--- src/rtl/pixDrivePkg.sv ---
package pixDrivePkg;

  typedef enum logic {
    MODE_CHEVRON  = 1'b0,
    MODE_BISTABLE = 1'b1
  } dispMode_t;

  // strobes from the phase controller to the pixel datapath
  typedef struct packed {
    logic loadFrame;  // last cycle of a period: pending frame moves to shown
    logic driveClk;   // global drive clock, high in the balancing half
  } drvStrobe_t;

endpackage

--- src/rtl/pixPhaseCtrl.sv ---
module pixPhaseCtrl
  import pixDrivePkg::*;
#(
  parameter int HALF_CYC = 16,
  parameter int BLANK_W  = 4
) (
  input  logic               clk,
  input  logic               rstN,
  input  logic               modeSel,
  input  logic [BLANK_W-1:0] blankCyc,
  output drvStrobe_t         strobes,
  output logic               validImg,
  output logic               bistableMode
);

  localparam int PERIOD = 2 * HALF_CYC;
  localparam int CNT_W  = $clog2(PERIOD);
  localparam int CMP_W  = ((CNT_W > BLANK_W) ? CNT_W : BLANK_W) + 1;
  localparam logic [CNT_W-1:0] LAST_CNT = CNT_W'(PERIOD - 1);
  localparam logic [CNT_W-1:0] HALF_CNT = CNT_W'(HALF_CYC);

  logic [CNT_W-1:0]   phaseCnt;
  dispMode_t          modeLatched;
  logic [BLANK_W-1:0] blankLatched;
  logic               lastCyc;
  logic               inBalance;
  logic [CNT_W-1:0]   halfPos;

  assign lastCyc   = (phaseCnt == LAST_CNT);
  assign inBalance = (phaseCnt >= HALF_CNT);
  assign halfPos   = inBalance ? (phaseCnt - HALF_CNT) : phaseCnt;

  always_ff @(posedge clk or negedge rstN) begin
    if (!rstN) begin
      phaseCnt     <= '0;
      modeLatched  <= MODE_CHEVRON;
      blankLatched <= '0;
    end else begin
      phaseCnt <= lastCyc ? '0 : phaseCnt + 1'b1;
      if (lastCyc) begin
        modeLatched  <= dispMode_t'(modeSel);
        blankLatched <= blankCyc;
      end
    end
  end

  always_comb begin
    strobes.loadFrame = lastCyc;
    strobes.driveClk  = inBalance;
    if (modeLatched == MODE_BISTABLE)
      validImg = (CMP_W'(halfPos) >= CMP_W'(blankLatched));
    else
      validImg = !inBalance;
  end

  assign bistableMode = (modeLatched == MODE_BISTABLE);

endmodule

--- src/rtl/pixDriveDatapath.sv ---
module pixDriveDatapath
  import pixDrivePkg::*;
#(
  parameter int NUM_PIX = 8
) (
  input  logic               clk,
  input  logic               rstN,
  input  logic [NUM_PIX-1:0] pixIn,
  input  logic               frameStrobe,
  input  drvStrobe_t         strobes,
  output logic [NUM_PIX-1:0] pixOut,
  output logic               comOut
);

  logic [NUM_PIX-1:0] pendingFrame;
  logic [NUM_PIX-1:0] shownFrame;

  always_ff @(posedge clk or negedge rstN) begin
    if (!rstN) begin
      pendingFrame <= '0;
      shownFrame   <= '0;
    end else begin
      if (frameStrobe) pendingFrame <= pixIn;
      if (strobes.loadFrame) shownFrame <= pendingFrame;
    end
  end

  for (genvar p = 0; p < NUM_PIX; p++) begin : g_pixXor
    assign pixOut[p] = shownFrame[p] ^ strobes.driveClk;
  end

  assign comOut = strobes.driveClk;

endmodule

--- src/rtl/pixDriveSeq.sv ---
module pixDriveSeq
  import pixDrivePkg::*;
#(
  parameter int NUM_PIX  = 8,
  parameter int HALF_CYC = 16,
  parameter int BLANK_W  = 4
) (
  input  logic               clk,
  input  logic               rstN,
  input  logic [NUM_PIX-1:0] pixIn,
  input  logic               frameStrobe,
  input  logic               modeSel,
  input  logic [BLANK_W-1:0] blankCyc,
  output logic [NUM_PIX-1:0] pixOut,
  output logic               comOut,
  output logic               validOut
);

  drvStrobe_t ctrlStrobes;
  logic       modeIsBistable;

  pixPhaseCtrl #(.HALF_CYC(HALF_CYC), .BLANK_W(BLANK_W)) u_ctrl (
    .clk          (clk),
    .rstN         (rstN),
    .modeSel      (modeSel),
    .blankCyc     (blankCyc),
    .strobes      (ctrlStrobes),
    .validImg     (validOut),
    .bistableMode (modeIsBistable)
  );

  pixDriveDatapath #(.NUM_PIX(NUM_PIX)) u_dp (
    .clk         (clk),
    .rstN        (rstN),
    .pixIn       (pixIn),
    .frameStrobe (frameStrobe),
    .strobes     (ctrlStrobes),
    .pixOut      (pixOut),
    .comOut      (comOut)
  );

endmodule

--- config.mk ---
export PLATFORM = sky130hd
export DESIGN_NAME = pixDriveSeq
export DESIGN_NICKNAME = d
export VERILOG_FILES = /design/src/rtl/pixDrivePkg.sv /design/src/rtl/pixPhaseCtrl.sv /design/src/rtl/pixDriveDatapath.sv /design/src/rtl/pixDriveSeq.sv
export SDC_FILE = /design/constraint.sdc
export NUM_CORES = 1
export LEC_CHECK = 0
export ABC_CLOCK_PERIOD_IN_PS = 4030
export BUFFER_PORTS_ARGS = -buffer_cell sky130_fd_sc_hd__buf_4
export CAP_MARGIN = 20
export CORE_MARGIN = 5
export CORE_UTILIZATION = 40
export DETAILED_ROUTE_END_ITERATION = 10
export PLACE_DENSITY = 0.68
export SLEW_MARGIN = 10
export SYNTH_ARGS = -nofsm -noshare
export SYNTH_HDL_FRONTEND = slang
export SYNTH_SLANG_ARGS = --single-unit
--- constraint.sdc ---
create_clock -name clk -period 4.03 [get_ports clk]
set_clock_uncertainty 0.05 [all_clocks]
set_input_delay 0.403 -clock clk [delete_from_list [all_inputs] [get_ports clk]]
set_output_delay 0.403 -clock clk [all_outputs]
set_load 0.005 [all_outputs]
* Word-level counts from Yosys, hierarchy flattened
Index checks and enable logic that the tools add are counted.
** Storage, ports and cells
- Register bits :: 26
- Bits in latches :: 0
- RAM bits :: 0
- ROM bits :: 0
- Input bits :: 16
- Word-level logic and storage cells :: 22
- Memories :: 0
** Cells by class
- Add/subtract/negate cells :: 2
- $mul :: 0
- Divide/modulo/power cells :: 0
- Magnitude comparators :: 2
- Equal/unequal tests :: 1
- Shifts and indexed selects :: 0
- Multiplexer cells :: 3
- Bitwise operators :: 8
- Reductions and logical operators :: 1
** Operators by type and width (number)
- $mux W5 :: 2
- $xor A1 B1 Y1 :: 8
- $add A5 B1 Y5 const B :: 1
- $eq A5 B5 Y1 const B :: 1
- $ge A5 B4 Y1 :: 1
- $ge A5 B5 Y1 const B :: 1
- $sub A5 B5 Y5 const B :: 1
- $logic_not A1 Y1 :: 1
- $mux W1 :: 1

* Depth between registers and ports, before layout
- Depth in word-level cells :: 4
- Mapped depth :: 6

* By module
From an unflattened synthesis, not the netlist that was laid out.
** Unflattened totals
- Cell total of the unflattened synthesis :: 90
- Area, all modules :: 1252.5 µm²
** Modules (own cells, without submodules)
- pixDriveDatapath :: instances 1, cells an instance 44, area an instance 748.2 µm², sequential area each 400.4 µm²
- pixPhaseCtrl :: instances 1, cells an instance 46, area an instance 504.2 µm², sequential area each 250.2 µm²

* Worst setup path before layout
OpenSTA, ideal clock, no wires.
- Kind :: reg2out
- Start point :: register u_ctrl.phaseCnt[0]
- End point :: output port validOut
- Data arrival time :: 1255 ps
- Setup slack :: 2322 ps
- Stages on the path, launching flop included :: 6
- Buffers on the path :: 0
- Cells stage by stage :: dfrtp_1 inv_1 ha_1 or3b_1 o2111ai_1 a31oi_1
** On the way
- Cells in the longest elaborated chain, start to end :: 4
- Elaborated cells between the ends (all ways) :: 6
- Those cells by class :: add/sub: 1; order compare: 2; mux: 2; reduce/logical: 1
** RTL lines
- start: declaration :: RTL line pixPhaseCtrl.sv:22 : logic [CNT_W-1:0] phaseCnt;
- start signal: assignment :: RTL line pixPhaseCtrl.sv:39 : phaseCnt <= lastCyc ? '0 : phaseCnt + 1'b1;
- $sub A5 B5 Y5 / $ge A5 B5 Y1 (equally long branches) :: RTL line pixPhaseCtrl.sv:31, pixPhaseCtrl.sv:30
- $mux W5 :: RTL line pixPhaseCtrl.sv:31 : assign halfPos = inBalance ? (phaseCnt - HALF_CNT) : phaseCnt;
- $ge A5 B4 Y1 :: RTL line pixPhaseCtrl.sv:51 : validImg = (CMP_W'(halfPos) >= CMP_W'(blankLatched));
- $mux W1 * :: RTL line pixPhaseCtrl.sv:50 : if (modeLatched == MODE_BISTABLE)
- end: declaration :: RTL line pixDriveSeq.sv:16 : output logic validOut
Every way passes the cells marked *; elsewhere a longest branch is shown, timed or not.

* Final worst setup path
Same ends and word-level chain as after synthesis.

==> flow_metrics.tcl <==
set metrics [dict create \
    ys_async_sr_fraction 1.00 \
    dieArea_um2 4090 \
    synth.area.top_cells "dfrtp_1 (56%), mux2_2 (17%), ha_1 (7.5%), xor2_1 (6.8%), inv_1 (1.6%)" \
    multi_input_area_um2 468 \
    power.density_nw_per_um2 339 \
    peakVddDrop_uv 212 \
    utilization 0.507 \
    cts_resized 0 \
    dp_hpwl_mm 1.46 \
    cp-start-kind "register" \
    portBuffers 25 \
    first_pass_iters 4 \
    post-place-ws_ns 2.00 \
    die_w_um 63.9 \
    syn_area_um2 1160 \
    post-route-period-util 0.574 \
    cp-end-kind "output pin" \
    grt_max_degree 27 \
    synth_area_leader_cell "dfrtp_1" \
    fp-row-count 19 \
    cts_tree "yes" \
    nets 137 \
    max-cap-violations 0 \
    postLayoutCellArea_um2 1410 \
    post_drt_wl_per_cell_um 13.7 \
    min_path_type "in -> reg" \
    path_cells "inv_1 > ha_1 > or3b_1 > o2111ai_1 > a31oi_1 > buf_4" \
    clkSinkCount 26 \
    finalSetupViolations 0 \
    drive_above_1_share 0.416 \
    fill_cells 259 \
    detail-route-antenna-nets 0 \
    postCtsSetupRepairBufs 0 \
    via_per_inst 4.97 \
    worst_slack_ns 1.72 \
    die_h_um 63.9 \
    avgSynthCellArea_um2 13.2 \
    ios 26 \
    first_global_vias 759 \
    path_clk_slew_ns 0.14 \
    synth-seq-area-share 0.559 \
    synth_most_common_cell "dfrtp_1" \
    track_usage 0.107 \
    synth_top_flop_cell "dfrtp_1" \
    routed_wl_mm 1.97 \
    slew_violations 0 \
    leakage_uw 0.000651 \
    synth_top_area_frac 0.559 \
    postSynthCellCount 88 \
    first_iter_violations 49 \
    status "finished clean" \
    worstSetupPathType "reg -> out" \
    areaGrowthSynthToFinish_pct 21.2 \
    htree_levels 1 \
    cts_buffer_depth 2 \
    clk_latency_ns 0.31 \
    vias 715 \
    synth_edf_count 0 \
    slew_headroom 0.504 \
    tns_ns 0 \
    grt_pass1_wl_mm 3.47 \
    fin_crit_ns 2.31 \
    ys_ff_latch 26 \
    grt_overflow 0 \
    gp_congestion 0.827 \
    antenna_found_initial 0 \
    yosysWarnings 0 \
    hold_viol_final 0 \
    yosysUniqueCellTypes 19 \
    drc 0 \
    critPathMaxFanout 4 \
    core_um2 2780 \
    placed_area_um2 1360 \
    antenna_cells 0 \
    crit_path_max_incr_delay_ns 0.43 \
    fmax_mhz 432 \
    rsz0062_at_grt "false" \
    clockRootBuffer "clkbuf_4" \
    start_util 0.418 \
    worstMarginPinSlew_ns 0.743 \
    critPathArrivalTime_ns 1.86 \
    seq_area_um2 651 \
    crit_required_ns 3.58 \
    ys_top_cells_by_count "dfrtp_1 (26), mux2_2 (18), xor2_1 (9), ha_1 (7), inv_1 (5)" \
    numCtsBuffers 3 \
    worst_path_max_delay_cell "dfrtp_1" \
    synth_nets 111 \
]
-- through the flow --
stage | power [uW] | std cells | hold slack, ns
2_1_floorplan | 319 | 88 | 0.0574
5_1_grt | 510 | 144 | 0.223
3_5_place_dp | 354 | 139 | 0.282
4_1_cts | 483 | 144 | 0.229
6_report | 478 | 144 | 0.233
3_3_place_gp | 352 | 139 | 0.276
-- cell type report --
type | count | share of cell area
clock buffer | 4 | 0.0257
timing repair buffer | 26 | 0.140
tap | 31 | 0.0275
sequential | 26 | 0.461
inverter | 5 | 0.0133
multi-input combinational | 52 | 0.332
-- critical path, delay by kind of cell, from the launching register on --
kind / cells / cell delay (ns)
AND/OR/NAND/NOR: 1 / 0.39
AO/OA/AOI/OAI: 2 / 0.21
buffers and inverters: 2 / 0.23
adder cells (fa/ha/maj): 1 / 0.29
flip-flops: 1 / 0.43
-- power breakdown --
group	leakage [uW]	switching (uW)	internal, uW
registers	0.000306	9.87	279
logic	0.000324	20.9	37.7
clock network	0.0000210	74.7	55.2
-- final timing paths --
check                                     start                      to  slack, ns  cells after the start
setup / recovery             u_ctrl.phaseCnt[0]                validOut       1.72                      6
hold / removal                      blankCyc[3]  u_ctrl.blankLatched[3]       0.23                      3
setup reg to reg             u_ctrl.phaseCnt[0]      u_dp.shownFrame[6]       2.04                      4
hold reg to reg            u_dp.pendingFrame[3]    u_dp.pendingFrame[3]       0.47                      1
max in group asynchronous                  rstN    u_dp.pendingFrame[3]       3.22                      2
min in group asynchronous                  rstN  u_ctrl.blankLatched[2]       0.46                      2
-- sequential cells by signal (all words and copies together) (netlist names) --
signal and flops:
u_ctrl.blankLatched 4, u_ctrl.phaseCnt 5, u_ctrl.bistableMode 1, u_dp.shownFrame 8, u_dp.pendingFrame 8
-- kinds of logic (layout without fill, tap and decap cells) --
logic type	count (synthesis)	in the layout	share of synthesized area
AO/OA/AOI/OAI	6	6	0.0301
XOR/XNOR	10	10	0.0753
multiplexers	18	18	0.174
adder cells (fa/ha/maj)	7	7	0.0753
buffers and inverters	10	35	0.0387
AND/OR/NAND/NOR	11	11	0.0473
flip-flops	26	26	0.559
-- cell usage in the layout (no fill, tap or decap), drive strengths merged, types with 2 or more instances in the layout --
cell	instances
dfrtp	26
buf	25
mux2	18
xor2	9
ha	7
inv	5
clkbuf	4
nor2	3
nand2	3
o21ai	3
nor2b	2
-- layer usage --
| layer | vias to the layer above | routed length, um | global-route usage |
|---|---|---|---|
| met1 | 349 | 859 | 0.143 |
| met2 | 20 | 919 | 0.151 |
| met4 | 0 | 32 | 0.0442 |
| met3 | 4 | 154 | 0.0473 |
| li1 | 342 | - | - |
| met5 | - | 0 | 0 |
-- timing repair --
| action | in CTS | in global routing |
|---|---|---|
| hold buffers | 1 | 0 |
| setup endpoints to repair | 0 | 0 |
| endpoints found under the hold margin | 26 | 0 |
(Power assumes the default switching activity.)
